--- config.mk ---
export PLATFORM = sky130hd
export DESIGN_NAME = depchk_top
export DESIGN_NICKNAME = d
export VERILOG_FILES = /design/src/rtl/depchk_pkg.sv /design/src/rtl/depchk_pair.sv /design/src/rtl/depchk_matrix.sv /design/src/rtl/depchk_prefix.sv /design/src/rtl/depchk_top.sv
export SDC_FILE = /design/constraint.sdc
export NUM_CORES = 1
export LEC_CHECK = 0
export ABC_AREA = 1
export ABC_CLOCK_PERIOD_IN_PS = 2550
export BUFFER_PORTS_ARGS = -buffer_cell sky130_fd_sc_hd__buf_2
export CORE_UTILIZATION = 35
export DETAILED_ROUTE_END_ITERATION = 16
export SYNTH_ARGS = -nofsm -noshare
export SYNTH_HDL_FRONTEND = slang
export SYNTH_HIERARCHICAL = 1
export SYNTH_SLANG_ARGS = --single-unit
--- constraint.sdc ---
create_clock -name clk -period 2.55 [get_ports clk]
set_input_delay 0.51 -clock clk [delete_from_list [all_inputs] [get_ports clk]]
set_output_delay 0.51 -clock clk [all_outputs]
set_load 0.01 [all_outputs]
--- src/rtl/depchk_pkg.sv ---
package depchk_pkg;

  localparam int unsigned DEF_SLOTS = 4;
  localparam int unsigned DEF_REG_W = 5;

  // width of a field that holds 0..slots inclusive
  function automatic int unsigned cnt_width(int unsigned slots);
    return $clog2(slots + 1);
  endfunction

  // two comparators for each (older, younger) pair
  function automatic int unsigned cmp_total(int unsigned slots);
    return slots * slots - slots;
  endfunction

endpackage

--- src/rtl/depchk_pair.sv ---
// One older/younger pair: the older destination against both younger sources.
module depchk_pair #(
  parameter int unsigned REG_W = 5
) (
  input  logic [REG_W-1:0] older_dst,
  input  logic             older_dst_en,
  input  logic [REG_W-1:0] yng_sa,
  input  logic             yng_sa_en,
  input  logic [REG_W-1:0] yng_sb,
  input  logic             yng_sb_en,
  output logic             hit
);

  logic writer_live;
  logic match_a;
  logic match_b;

  // index zero is hard-wired and never carries a dependence
  assign writer_live = older_dst_en && (older_dst != '0);
  assign match_a     = yng_sa_en && (yng_sa == older_dst);
  assign match_b     = yng_sb_en && (yng_sb == older_dst);
  assign hit         = writer_live && (match_a || match_b);

endmodule

--- src/rtl/depchk_matrix.sv ---
// Lower-triangular comparator array: row i holds one pair cell per older slot j < i.
module depchk_matrix #(
  parameter int unsigned SLOTS = 4,
  parameter int unsigned REG_W = 5
) (
  input  logic [SLOTS*REG_W-1:0] slot_dst,
  input  logic [SLOTS-1:0]       slot_dst_en,
  input  logic [SLOTS*REG_W-1:0] slot_sa,
  input  logic [SLOTS-1:0]       slot_sa_en,
  input  logic [SLOTS*REG_W-1:0] slot_sb,
  input  logic [SLOTS-1:0]       slot_sb_en,
  output logic [SLOTS-1:0]       raw
);

  localparam int unsigned CELLS = SLOTS * SLOTS;

  logic [CELLS-1:0] hitf;

  for (genvar i = 0; i < SLOTS; i++) begin : g_row
    for (genvar j = 0; j < SLOTS; j++) begin : g_col
      if (j < i) begin : g_cell
        depchk_pair #(.REG_W(REG_W)) u_pair (
          .older_dst    (slot_dst[j*REG_W +: REG_W]),
          .older_dst_en (slot_dst_en[j]),
          .yng_sa       (slot_sa[i*REG_W +: REG_W]),
          .yng_sa_en    (slot_sa_en[i]),
          .yng_sb       (slot_sb[i*REG_W +: REG_W]),
          .yng_sb_en    (slot_sb_en[i]),
          .hit          (hitf[i*SLOTS + j])
        );
      end else begin : g_none
        assign hitf[i*SLOTS + j] = 1'b0;
      end
    end

    assign raw[i] = |hitf[i*SLOTS +: SLOTS];

    // a flagged row must have at least one enabled source
    always_comb begin
      AST_ROW_NEEDS_SOURCE: assert (!raw[i] || slot_sa_en[i] || slot_sb_en[i]);
    end
  end

endmodule

--- src/rtl/depchk_prefix.sv ---
// Finds the first blocked slot, scanning from the youngest down to the oldest.
module depchk_prefix #(
  parameter int unsigned SLOTS = 4,
  parameter int unsigned CNT_W = 3
) (
  input  logic [SLOTS-1:0] raw,
  input  logic [SLOTS-1:0] vld,
  output logic [CNT_W-1:0] cnt
);

  logic [SLOTS-1:0] blk;

  assign blk = raw | ~vld;

  always_comb begin
    cnt = CNT_W'(SLOTS);
    for (int i = SLOTS - 1; i >= 0; i--) begin
      if (blk[i]) cnt = CNT_W'(i);
    end
  end

  always_comb begin
    for (int i = 0; i < SLOTS; i++) begin
      if (CNT_W'(i) < cnt) begin
        AST_RUN_UNBLOCKED: assert (vld[i] && !raw[i]);
      end
    end
  end

endmodule

--- src/rtl/depchk_top.sv ---
module depchk_top
  import depchk_pkg::*;
#(
  parameter  int unsigned SLOTS = DEF_SLOTS,
  parameter  int unsigned REG_W = DEF_REG_W,
  localparam int unsigned CNT_W = cnt_width(SLOTS)
) (
  input  logic                   clk,
  input  logic                   rst,
  input  logic                   in_valid,
  input  logic [SLOTS-1:0]       slot_vld,
  input  logic [SLOTS*REG_W-1:0] slot_dst,
  input  logic [SLOTS-1:0]       slot_dst_en,
  input  logic [SLOTS*REG_W-1:0] slot_sa,
  input  logic [SLOTS-1:0]       slot_sa_en,
  input  logic [SLOTS*REG_W-1:0] slot_sb,
  input  logic [SLOTS-1:0]       slot_sb_en,
  output logic                   out_valid,
  output logic [SLOTS-1:0]       raw_hit,
  output logic [CNT_W-1:0]       issue_cnt
);

  logic [SLOTS-1:0] raw_c;
  logic [CNT_W-1:0] cnt_c;

  depchk_matrix #(.SLOTS(SLOTS), .REG_W(REG_W)) u_matrix (
    .slot_dst    (slot_dst),
    .slot_dst_en (slot_dst_en),
    .slot_sa     (slot_sa),
    .slot_sa_en  (slot_sa_en),
    .slot_sb     (slot_sb),
    .slot_sb_en  (slot_sb_en),
    .raw         (raw_c)
  );

  depchk_prefix #(.SLOTS(SLOTS), .CNT_W(CNT_W)) u_prefix (
    .raw (raw_c),
    .vld (slot_vld),
    .cnt (cnt_c)
  );

  always_ff @(posedge clk) begin
    if (rst) begin
      out_valid <= 1'b0;
      raw_hit   <= '0;
      issue_cnt <= '0;
    end else begin
      out_valid <= in_valid;
      if (in_valid) begin
        raw_hit   <= raw_c;
        issue_cnt <= cnt_c;
      end
    end
  end

  // slots below the reported count
  logic [SLOTS-1:0] below_cnt;
  assign below_cnt = ~({SLOTS{1'b1}} << issue_cnt);

  AST_VALID_FOLLOWS: assert property (@(posedge clk) disable iff (rst)
    in_valid |=> out_valid);

  AST_IDLE_HOLDS: assert property (@(posedge clk) disable iff (rst)
    !in_valid |=> (!out_valid && $stable(raw_hit) && $stable(issue_cnt)));

  AST_CNT_LIMIT: assert property (@(posedge clk) disable iff (rst)
    issue_cnt <= CNT_W'(SLOTS));

  AST_PREFIX_CLEAN: assert property (@(posedge clk) disable iff (rst)
    out_valid |-> ((raw_hit & below_cnt) == '0));

endmodule

==> flow_metrics.env <==
export IMPL_outcome="finished, final reports clean"
export IMPL_final_setup_worst_slack_ns=0.787
export IMPL_fin_util_pct=45.7
export IMPL_die_h_um=72.4
export IMPL_synth_fp_nets=479
export IMPL_power_leakage_nw=1.56
export IMPL_grt_pass1_vias=1829
export IMPL_synthMuxAreaShare_pct=0
export IMPL_synth_edf_count=0
export IMPL_path_max_fanout=9
export IMPL_ys_ff_latch=8
export IMPL_endpoint_kind="flip-flop"
export IMPL_yosysMostFrequentCell="nand2_1"
export IMPL_ys_seq_area_share_pct=9.24
export IMPL_synth_flop_cell="dfxtp_1"
export IMPL_ys_top_cells_by_count="nand2_1 (181), inv_1 (93), nor2_1 (65)"
export IMPL_yosysWarnings=6
export IMPL_critPathSlowestCell="buf_2"
export IMPL_tns_ns=0
export IMPL_drt_iter0_drc=67
export IMPL_vias_per_cell=4.08
export IMPL_htree_num_levels=1
export IMPL_drv_slew=0
export IMPL_cts_root_buffer="clkbuf_8"
export IMPL_grt_pass1_wl_um=7620
export IMPL_finalCritPeriodShare_pct=69.1
export IMPL_num_io_pins=87
export IMPL_numCtsBuffers=3
export IMPL_post_cts_setup_buffers=0
export IMPL_grt_overflow_total=0
export IMPL_yosys_area_top_type="nand2_1"
export IMPL_netSwitchingFraction_pct=39.0
export IMPL_pwr_share_seq_pct=24.3
export IMPL_fin_skew_ns=0
export IMPL_postCtsHoldBufs=0
export IMPL_period_needed_ns=1.76
export IMPL_num_fill_cells=559
export IMPL_worstHoldPathType="input pin to flip-flop"
export IMPL_clk_pin_slew_worst_paths_ns=0.04
export IMPL_crit_chain="buf_2 > inv_1 > nand2_1 > nand2_1 > nor2_1 > nand3_1 > a21oi_1 > inv_1 > nand2_1 > inv_1 > nand2_1 > inv_1 > a21oi_1 > inv_1 > nand2_1 > nand2_1 > nor2_1"
export IMPL_syn_cell_area_um2=1730
export IMPL_yosysTopAreaCellShare_pct=39.2
export IMPL_crit_type="input pin to flip-flop"
export IMPL_syn2layout_area_growth_pct=25.3
export IMPL_p_switching_mw=0.219
export IMPL_layout_nets=549
export IMPL_final_hold_viol_count=0
export IMPL_route_detailed_drc=0
export IMPL_insertion_delay_ns=0.23
export IMPL_drt_pass1_iter_count=4
export IMPL_cp_start_kind="input pin"
export IMPL_track_usage_pct=17.8
export IMPL_antenna_found_initial=0
export IMPL_async_flop_share_pct=0
export IMPL_p_clk_share_pct=27.0
export IMPL_p_comb_share_pct=48.8
export IMPL_num_vias=2183
export IMPL_gp_congestion=0.816
export IMPL_cts_tree="done"
export IMPL_synth_top_family_by_area="simple AND/OR/NAND/NOR gates"
export IMPL_cp_arrival_ns=1.93
export IMPL_start_util_pct=36.5
export IMPL_synthAdderAreaFrac_pct=0
export IMPL_postSynthCellCount=400
export IMPL_rsz0062_at_grt="no"
export IMPL_diodes=0
export IMPL_die_area_um2=5240
export IMPL_fmax_mhz=567
export IMPL_place_ws_ns=0.548
export IMPL_dpl_hpwl_um=3700
export IMPL_cts_resized=0
export IMPL_drive_gt1_share_pct=18.6
export IMPL_portBuffers=68
export IMPL_synth_xor_area_share_pct=0
export IMPL_coreArea_um2=4750
export IMPL_maxCapViolCount=0
export IMPL_irDropWorstVdd_mv=0.125
export IMPL_final_cell_area_um2=2170
export IMPL_routed_wl_um=4370
export IMPL_dieWidth_um=72.4
export IMPL_clkSinkCount=8
export IMPL_synthSimpleGateAreaFrac_pct=63.3
export IMPL_synth_compound_area_share_pct=4.04
export IMPL_rows=25
export IMPL_cts_buffer_depth=2
export IMPL_slowest_delay_ns=0.18
export IMPL_grt_max_degree=16
export IMPL_synthTopCellsByArea="nand2_1 (39%), inv_1 (20%), nor2_1 (14%), dfxtp_1 (9.2%), nand3_1 (3.5%)"
export IMPL_cpMostUsedCell="nand2_1"
export IMPL_wl_per_cell_um=8.16
export IMPL_power_density_nw_per_um2=258
export IMPL_setup_viol_count_final=0
export IMPL_cp_data_required_time_ns=2.71
export IMPL_power_internal_mw=0.342
export IMPL_ant_nets=0
export IMPL_avgSynthCellArea_um2=4.34
export IMPL_dpl_cell_area_um2=2130
export IMPL_synth_cell_type_count=15
[routing by layer]
metal  routed length (um)  global-route usage (%)
met1                 2230                    24.0
met3                  138                   0.833
met5                    0                       0
met2                 1970                    31.2
met4                   31                    3.92
[logic make-up (layout without fill, tap and decap cells)]
kind of cell	Yosys count	count (layout)
AO/OA/AOI/OAI	14	14
buffers and inverters	103	171
flip-flops	8	8
other	1	1
AND/OR/NAND/NOR	274	274
[layout make-up]
class	instances	area, um^2	area share (%)
clock buffer	3	41.3	1.90
inverter	100	375	17.3
multi-input combinational	289	1170	53.9
sequential	8	160	7.37
tap	67	83.8	3.86
timing repair buffer	68	340	15.7
[placed cells by master, fill, tap and decap left out]
cell / synthesis / layout
o21ai_0: 6 / 6
conb_1: 1 / 1
dfxtp_1: 8 / 8
inv_1: 93 / 93
buf_2: 0 / 68
clkbuf_8: 0 / 3
nor2_4: 3 / 3
a21oi_1: 8 / 8
nand3_1: 12 / 12
nand4_1: 6 / 6
inv_2: 7 / 7
nand2_2: 6 / 6
nand2_1: 181 / 181
or2_1: 1 / 1
nor2_1: 65 / 65
[registers in the layout (all words and copies together) (netlist names)]
signal and flops:
issue_cnt 3, out_valid 1, raw_hit 4
[worst paths after layout]
path,startpoint,end,slack (ns),depth (start not counted)
hold reg to reg,raw_hit[2],raw_hit[2],0.46,2
hold / removal,rst,out_valid,0.45,2
setup reg to reg,raw_hit[1],raw_hit[1],2.00,2
setup / recovery,slot_dst[3],issue_cnt[1],0.79,17
[power groups by stage]
stage	Clock (mW)	Combinational [mW]	Sequential, mW
after floorplan	0	0.160	0.142
after global placement	0	0.271	0.138
after detailed placement	0	0.275	0.138
after CTS	0.156	0.276	0.136
after global routing	0.167	0.322	0.137
final	0.151	0.274	0.136
[critical path, delay by kind of cell]
kind | cells | cell delay, ns
AND/OR/NAND/NOR | 9 | 0.69
buffers and inverters | 6 | 0.47
AO/OA/AOI/OAI | 2 | 0.26
[stage by stage]
stage          hold slack [ns]  std cells  total power [mW]
6_report                 0.449        535             0.561
5_1_grt                  0.453        535             0.625
4_1_cts                  0.444        535             0.567
3_5_place_dp             0.463        532             0.413
3_3_place_gp             0.453        532             0.409
2_1_floorplan            0.492        400             0.301
Power figures use the tool's default switching activity.
